[src/rtl/ldu_pkg.sv]
package ldu_pkg;
  // Number of source operands compared against the load destination.
  localparam int NSRC = 2;

  typedef struct packed {
    logic pc_we;
    logic fd_we;
    logic bubble;
  } stall_ctl_t;
endpackage

[src/rtl/ldu_reg_match.sv]
module ldu_reg_match #(
  parameter int REG_W = 5,
  parameter int NSRC  = 2
) (
  input  logic [REG_W-1:0]      dst_reg,
  input  logic [NSRC*REG_W-1:0] src_regs,
  output logic [NSRC-1:0]       hit
);
  logic dst_live;
  assign dst_live = |dst_reg;  // register 0 is hard-wired, never a true producer

  for (genvar g = 0; g < NSRC; g++) begin : g_cmp
    assign hit[g] = dst_live && (src_regs[g*REG_W +: REG_W] == dst_reg);
  end
endmodule

[src/rtl/ldu_hazard_detect.sv]
module ldu_hazard_detect #(
  parameter int NSRC = 2
) (
  input  logic            mem_read,
  input  logic [NSRC-1:0] hit,
  output logic            hazard
);
  assign hazard = mem_read && (|hit);
endmodule

[src/rtl/ldu_ctl_drive.sv]
module ldu_ctl_drive
  import ldu_pkg::*;
(
  input  logic       hazard,
  output stall_ctl_t ctl
);
  always_comb begin
    ctl.pc_we  = 1'b1;
    ctl.fd_we  = 1'b1;
    ctl.bubble = 1'b0;
    if (hazard) begin
      ctl.pc_we  = 1'b0;
      ctl.fd_we  = 1'b0;
      ctl.bubble = 1'b1;
    end
  end
endmodule

[src/rtl/ldu_stall_unit.sv]
module ldu_stall_unit
  import ldu_pkg::*;
#(
  parameter int REG_W = 5
) (
  input  logic             ex_mem_read,
  input  logic [REG_W-1:0] ex_dst_reg,
  input  logic [REG_W-1:0] dec_src_a,
  input  logic [REG_W-1:0] dec_src_b,
  output logic             pc_wr_en,
  output logic             fd_wr_en,
  output logic             de_bubble
);
  localparam int SRC_BITS = NSRC * REG_W;

  logic [SRC_BITS-1:0] src_vec;
  logic [NSRC-1:0]     hit;
  logic                hazard;
  stall_ctl_t          ctl;

  assign src_vec = {dec_src_b, dec_src_a};

  ldu_reg_match #(.REG_W(REG_W), .NSRC(NSRC)) u_match (
    .dst_reg  (ex_dst_reg),
    .src_regs (src_vec),
    .hit      (hit)
  );

  ldu_hazard_detect #(.NSRC(NSRC)) u_detect (
    .mem_read (ex_mem_read),
    .hit      (hit),
    .hazard   (hazard)
  );

  ldu_ctl_drive u_drive (
    .hazard (hazard),
    .ctl    (ctl)
  );

  assign pc_wr_en  = ctl.pc_we;
  assign fd_wr_en  = ctl.fd_we;
  assign de_bubble = ctl.bubble;
endmodule

[config.mk]
export PLATFORM = sky130hd
export DESIGN_NAME = ldu_stall_unit
export DESIGN_NICKNAME = d
export VERILOG_FILES = /design/src/rtl/ldu_pkg.sv /design/src/rtl/ldu_reg_match.sv /design/src/rtl/ldu_hazard_detect.sv /design/src/rtl/ldu_ctl_drive.sv /design/src/rtl/ldu_stall_unit.sv
export SDC_FILE = /design/constraint.sdc
export NUM_CORES = 1
export LEC_CHECK = 0
export BUFFER_PORTS_ARGS = -buffer_cell sky130_fd_sc_hd__buf_2
export CAP_MARGIN = 20
export CORE_AREA = 5 5 42 44
export DETAILED_ROUTE_END_ITERATION = 8
export DIE_AREA = 0 0 47 49
export PLACE_DENSITY = 0.39
export SYNTH_ARGS = -nofsm -noshare
export SYNTH_HDL_FRONTEND = slang
export SYNTH_SLANG_ARGS = --single-unit
[constraint.sdc]
create_clock -name vclk -period 2.6
set_input_delay 0.13 -clock vclk [all_inputs]
set_output_delay 0.13 -clock vclk [all_outputs]
set_load 0.05 [all_outputs]
# Yosys cells after proc, flatten, opt, wreduce, memory -nomap -nowiden
# Index checks and enable logic that the tools add are counted.
[totals] in_bits=16 n_memories=0 ram_bits=0 elab_cells=8 ff_bits=0 latchBits=0 mem_bits_ro=0
[classes] n_bitwise=0 add_sub_neg=0 mux=1 eq_ne=2 multipliers=0 n_shift=0 n_lt_le_gt_ge=0 div_mod_pow=0 n_reduce_logical=5
[op_table] op="5-bit == test" count=2
[op_table] op="5-bit OR reduction" count=1
[op_table] op="1-bit logical AND" count=3
[op_table] op="3-bit 2-to-1 mux" count=1
[op_table] op="2-bit OR reduction" count=1

# Logic depth before layout (Yosys ltp)
# Gate-level depths: netlist of the first run.
[depth] depth_word=5 ltp_mapped=5 mapped_depth_nobuf=4

# Modules after synthesis
# A second synthesis of the first run with hierarchy kept.
[hier_totals] cells_unflattened=20 hier_area_um2=147.6
[by_module_without_submodules] module="ldu_reg_match" area_each_um2=121.4 n_inst=1 seq_area_each_um2=0.0 cells_each=16
[by_module_without_submodules] module="ldu_ctl_drive" area_each_um2=18.8 n_inst=1 seq_area_each_um2=0.0 cells_each=3
[by_module_without_submodules] module="ldu_hazard_detect" area_each_um2=7.5 n_inst=1 seq_area_each_um2=0.0 cells_each=1

# Least setup slack after synthesis of the first run
# OpenSTA, ideal clock, no wires.
[synth_timing] path_type="input to output" startpoint="input ex_dst_reg[1]" endpoint="output pc_wr_en" arrival_time_ns=1.833 stages=3 n_path_buf=1 setup_slack_ns=0.637 path_cell_list="or4_4 > o211ai_1 > buf_4"
[synth_via] elab_chain_cells=5
[synth_lines] item="start, declared" line_no="ldu_stall_unit.sv:7" source="input logic [REG_W-1:0] ex_dst_reg,"
[synth_lines] item="5-bit == test / 5-bit OR reduction (equally long branches)" line_no="ldu_reg_match.sv:13, ldu_reg_match.sv:10"
[synth_lines] item="1-bit logical AND" line_no="ldu_reg_match.sv:13" source="assign hit[g] = dst_live && (src_regs[g*REG_W +: REG_W] == dst_reg);"
[synth_lines] item="2-bit OR reduction (*)" line_no="ldu_hazard_detect.sv:8" source="assign hazard = mem_read && (|hit);"
[synth_lines] item="1-bit logical AND (*)" line_no="ldu_hazard_detect.sv:8"
[synth_lines] item="3-bit 2-to-1 mux (*)" line_no="ldu_ctl_drive.sv:11" source="if (hazard) begin"
[synth_lines] item="end, declared" line_no="ldu_stall_unit.sv:10" source="output logic pc_wr_en,"
# Every way passes the cells marked *; elsewhere a longest branch is shown, timed or not.

# Worst setup path after layout of the first run
# Ends and elaborated chain as after synthesis.

==> results of run 1 <==
==> cell usage after synthesis <==
cell	instances	share of area, %
xnor2_1	10	59
nand2_1	2	5.1
nand3_1	2	6.8
buf_4	1	5.1
o211a_1	1	6.8
o211ai_1	1	5.1
o22ai_1	1	4.2
or4_4	1	7.6
==> metrics by stage <==
stage          setup WS (ps)  hold slack [ps]  total power, uW  util (%)  instances
3_3_place_gp            1192            652.4            44.53     18.21         53
4_1_cts                 1184            658.0            44.64     18.21         53
3_5_place_dp            1184            657.6            44.46     18.21         53
2_1_floorplan          637.0            518.6            25.18         -         19
6_report                1197            647.7            43.70     18.21         53
5_1_grt                 1143            682.6            47.94     18.21         53
==> metal layers <==
metal | routed length, um | global-route usage, % | vias to the layer above
met2 | 250 | 6.335 | 8
met5 | 0 | 0 | -
met3 | 66 | 1.476 | 0
li1 | - | - | 102
met4 | 0 | 0 | 0
met1 | 161 | 4.783 | 72
==> where the power goes <==
| group | internal [uW] | total (uW) | switching (uW) |
|---|---|---|---|
| registers | 0 | 0 | 0 |
| logic | 22.7 | 43.7 | 21.0 |
| clock network | 0 | 0 | 0 |
| total | 22.7 | 43.7 | 21.0 |
==> area by class of cell <==
class,instances,area (um2),share of cell area (%)
multi-input cells,18,140.1,54.90
repair buffers,19,95.09,37.25
well taps,16,20.02,7.843
==> worst paths after layout <==
path	from	to
min	ex_mem_read	pc_wr_en
max	ex_dst_reg[1]	pc_wr_en
==> logic make-up (layout without fill, tap and decap cells) <==
family,count (synthesis),count (layout)
buffers and inverters,1,19
xor gates and xnor gates,10,10
and+or+nand+nor,5,5
AOI/OAI and AO/OA,3,3
==> critical path, stage by stage <==
cell	delay (ps)
buf_2	120
or4_4	530
o211ai_1	190
buf_2	300
==> layout by cell type, fill, tap and decap left out <==
| cell | n |
|---|---|
| o211ai_1 | 1 |
| nand2_1 | 2 |
| xnor2_1 | 10 |
| o211a_1 | 1 |
| nand3_1 | 2 |
| or4_4 | 1 |
| buf_2 | 19 |
| o22ai_1 | 1 |
==> impl_metrics.json, run 1 <==
{
  "status": "finished clean",
  "syn_area_um2": 147.6,
  "hold_class": "in2out",
  "dr.pass1.iters": 3,
  "critPathKind": "in2out",
  "grt_pass1_vias": 168,
  "crit_path_start_kind": "input port",
  "layout_min_cycle_time_ps": 1403,
  "area_growth_pct": 72.88,
  "max_freq_mhz": 712.8,
  "synthSimpleGateAreaFrac_pct": 19.49,
  "cts_hold_buf": 0,
  "io-pin-count": 19,
  "critPathMaxFanout": 3,
  "maxSlewHeadroom_pct": 83.38,
  "clock_buffers": 0,
  "synth-xor-area-share_pct": 59.32,
  "nFillCells": 179,
  "end_kind": "output pin",
  "seq_cells": 0,
  "grt_setup_unrepaired": "false",
  "synth_top_family_by_area": "XOR/XNOR gates",
  "die_h_um": 49,
  "grt.total_usage_pct": 3.789,
  "ys_types": 8,
  "syn_inst": 19,
  "grt_antenna_before_repair": 0,
  "synth-seq-area-share_pct": 0,
  "place_area_um2": 255.2,
  "gp_congestion": 0.5930,
  "drc": 0,
  "worstMarginPinSlew_ps": 251.1,
  "start_util_pct": 10.54,
  "post_cts_resize_count": 0,
  "power_density_mw_per_mm2": 171.2,
  "final_cell_area_um2": 255.2,
  "grt_pass1_wl_um": 690,
  "dieArea_mm2": 0.002303,
  "die_w_um": 47,
  "gr-total-overflow": 0,
  "routed_wl_um": 478,
  "muxShareOfSynthArea_pct": 0,
  "synth_nets": 35,
  "hold_violations": 0,
  "synth_compound_area_share_pct": 16.10,
  "num_rows": 14,
  "ir_worst_vdd_uv": 40.25,
  "viasPerCell": 3.434,
  "avgRoutedWirePerCell_um": 9.019,
  "drive_above_1_share_pct": 54.05,
  "fin_crit_sh_pct": 53.95,
  "seq_area_um2": 0,
  "io_buffers": 19,
  "coreArea_mm2": 0.001401,
  "layout.nets": 55,
  "drtIter0Drc": 1,
  "syn_avg_cell_area_um2": 7.771,
  "fin_setup_tns_ps": 0,
  "antenna_left": 0,
  "grt_max_degree": 5,
  "critPathArrivalTime_ps": 1270,
  "setup_viol": 0,
  "synthAdderAreaFrac_pct": 0,
  "dr_total_vias": 182,
  "holdPathStages": 3,
  "p_leak_uw": 0.0001145,
  "required_ps": 2470,
  "yosys_warnings": 0,
  "cts_setup_buffers": 0,
  "cap_viol_max_count": 0,
  "drv_slew": 0,
  "diodes": 0
}
Note: power is estimated with default switching activity, not from simulation.
==> run 2, diff against run 1 <==
--- a/config.mk
+++ b/config.mk
@@ -10,7 +10,7 @@
 export CORE_AREA = 5 5 42 44
 export DETAILED_ROUTE_END_ITERATION = 8
 export DIE_AREA = 0 0 47 49
-export PLACE_DENSITY = 0.39
+export PLACE_DENSITY = 0.4
 export SYNTH_ARGS = -nofsm -noshare
 export SYNTH_HDL_FRONTEND = slang
 export SYNTH_SLANG_ARGS = --single-unit
==> constraint.sdc (replaced) <==
create_clock -name vclk -period 1.2
set_input_delay 0.06 -clock vclk [all_inputs]
set_output_delay 0.06 -clock vclk [all_outputs]
set_load 0.05 [all_outputs]
==> run 2 against run 1 <==
Effect of this change:
- global-route usage increased by 0.84 points
- cell area increased by 19%
- cell count increased by 3.8%
- wire length increased by 7.5%
- hold slack got worse by 150 ps
- first-iteration DRC count increased by 100%
- core utilization increased by 3.5 points
- via count increased by 11%
- flip-flop and latch count unchanged
- critical path depth unchanged
- critical endpoint unchanged
- largest cell class unchanged
==> impl_metrics.json, run 2 (same netlist as run 1, synthesis figures left out) <==
{
  "status": "finished clean",
  "antenna_left": 0,
  "drv_slew": 0,
  "required_ps": 1140,
  "dr_total_vias": 202,
  "cap_viol_max_count": 0,
  "start_util_pct": 10.54,
  "gr-total-overflow": 0,
  "top_layer_used": "met3",
  "setup_viol": 0,
  "crit_buf_inv": 2,
  "drive_above_1_share_pct": 61.54,
  "drc": 0,
  "layout_setup_ws_ps": 2.290,
  "layout.nets": 57,
  "critPathMaxFanout": 2,
  "met3_length_um": 49,
  "dpl_worst_slack_ps": -75.09,
  "io-pin-count": 19,
  "power_density_mw_per_mm2": 371.4,
  "drtIter0Drc": 2,
  "routed_wl_um": 514,
  "die_h_um": 49,
  "critPathArrivalTime_ps": 1140,
  "worstPathCellList": "buf_6 -> or4_4 -> o211ai_1 -> buf_4",
  "fin_setup_tns_ps": 0,
  "grt_max_degree": 5,
  "clock_buffers": 0,
  "viasPerCell": 3.673,
  "critPathKind": "in2out",
  "crit_family": "simple AND/OR/NAND/NOR gates",
  "gp_congestion": 0.6089,
  "area_growth_pct": 105.9,
  "slowest_delay_ps": 520,
  "nFillCells": 177,
  "grt_setup_unrepaired": "true",
  "multi_input_area_um2": 153.9,
  "max_freq_mhz": 834.9,
  "grt_antenna_before_repair": 0,
  "grt_pass1_vias": 211,
  "layout_common_cells": "14 x buf_2, 9 x xnor2_1, 4 x buf_4",
  "final_cells": 55,
  "cp_slowest_cell": "or4_4",
  "hold_class": "in2out",
  "dr_wl_met2_um": 275,
  "ir_worst_vdd_uv": 85.88,
  "crit_path_start_kind": "input port",
  "layout_min_cycle_time_ps": 1198,
  "end_kind": "output pin",
  "maxSlewHeadroom_pct": 86.12,
  "p_leak_uw": 0.0001379,
  "io_buffers": 19,
  "grt.total_usage_pct": 4.632,
  "hold_violations": 0,
  "seq_area_um2": 0,
  "met1Wirelength_um": 189,
  "seq_cells": 0,
  "avgRoutedWirePerCell_um": 9.345,
  "dr.pass1.iters": 2,
  "diodes": 0,
  "num_rows": 14,
  "die_w_um": 47,
  "postLayoutCoreUtil_pct": 21.70,
  "fin_crit_sh_pct": 99.81,
  "coreArea_mm2": 0.001401,
  "grt_pass1_wl_um": 848,
  "placed_cells": 55,
  "dieArea_mm2": 0.002303,
  "final_common_cell": "buf_2",
  "worstMarginPinSlew_ps": 207.3
}
[run 2: cell types whose count changed in the layout (fill, tap and decap cells not counted)]
cell | before | now
o22ai_2 | 0 | 1
buf_4 | 0 | 4
o22ai_1 | 1 | 0
buf_2 | 19 | 14
xnor2_2 | 0 | 1
xnor2_1 | 10 | 9
buf_6 | 0 | 2
clkbuf_4 | 0 | 1
[run 2: final timing paths]
| path | start | endpoint | slack [ps] | depth (start not counted) |
|---|---|---|---|---|
| hold / removal | ex_mem_read | fd_wr_en | 500 | 3 |
| setup / recovery | ex_dst_reg[1] | pc_wr_en | 2 | 4 |
[run 2: final cells by class]
type,count,share of cell area [%]
repair buffers,21,42.80
well taps,16,6.584
multi-input cells,18,50.62
[run 2: what timing repair did]
item / 4_1_cts / 5_1_grt
endpoints found under the setup margin: 3 / 3
buffers inserted: 0 / 0
pin swaps: 2 / 1
resized for setup: 4 / 3
hold buffers: 0 / 0
[run 2: power breakdown]
group	internal, uW	switching (uW)
sequential	0	0
clock	0	0
combinational	62.5	50.4
total	62.5	50.4
[run 2: per-layer routing]
layer	vias to the layer above	GRT usage (%)
li1	106	-
met1	88	5.435
met2	8	8.597
met3	0	1.107
met4	0	0
met5	-	0
[run 2: through the flow]
stage,total power [uW],hold slack [ps],instance area (um2)
2_1_floorplan,54.57,378.6,147.6
3_3_place_gp,102.3,503.7,270.3
3_5_place_dp,102.1,514.3,270.3
4_1_cts,107.7,506.4,287.8
5_1_grt,123.8,534.7,304.0
6_report,112.9,501.0,304.0
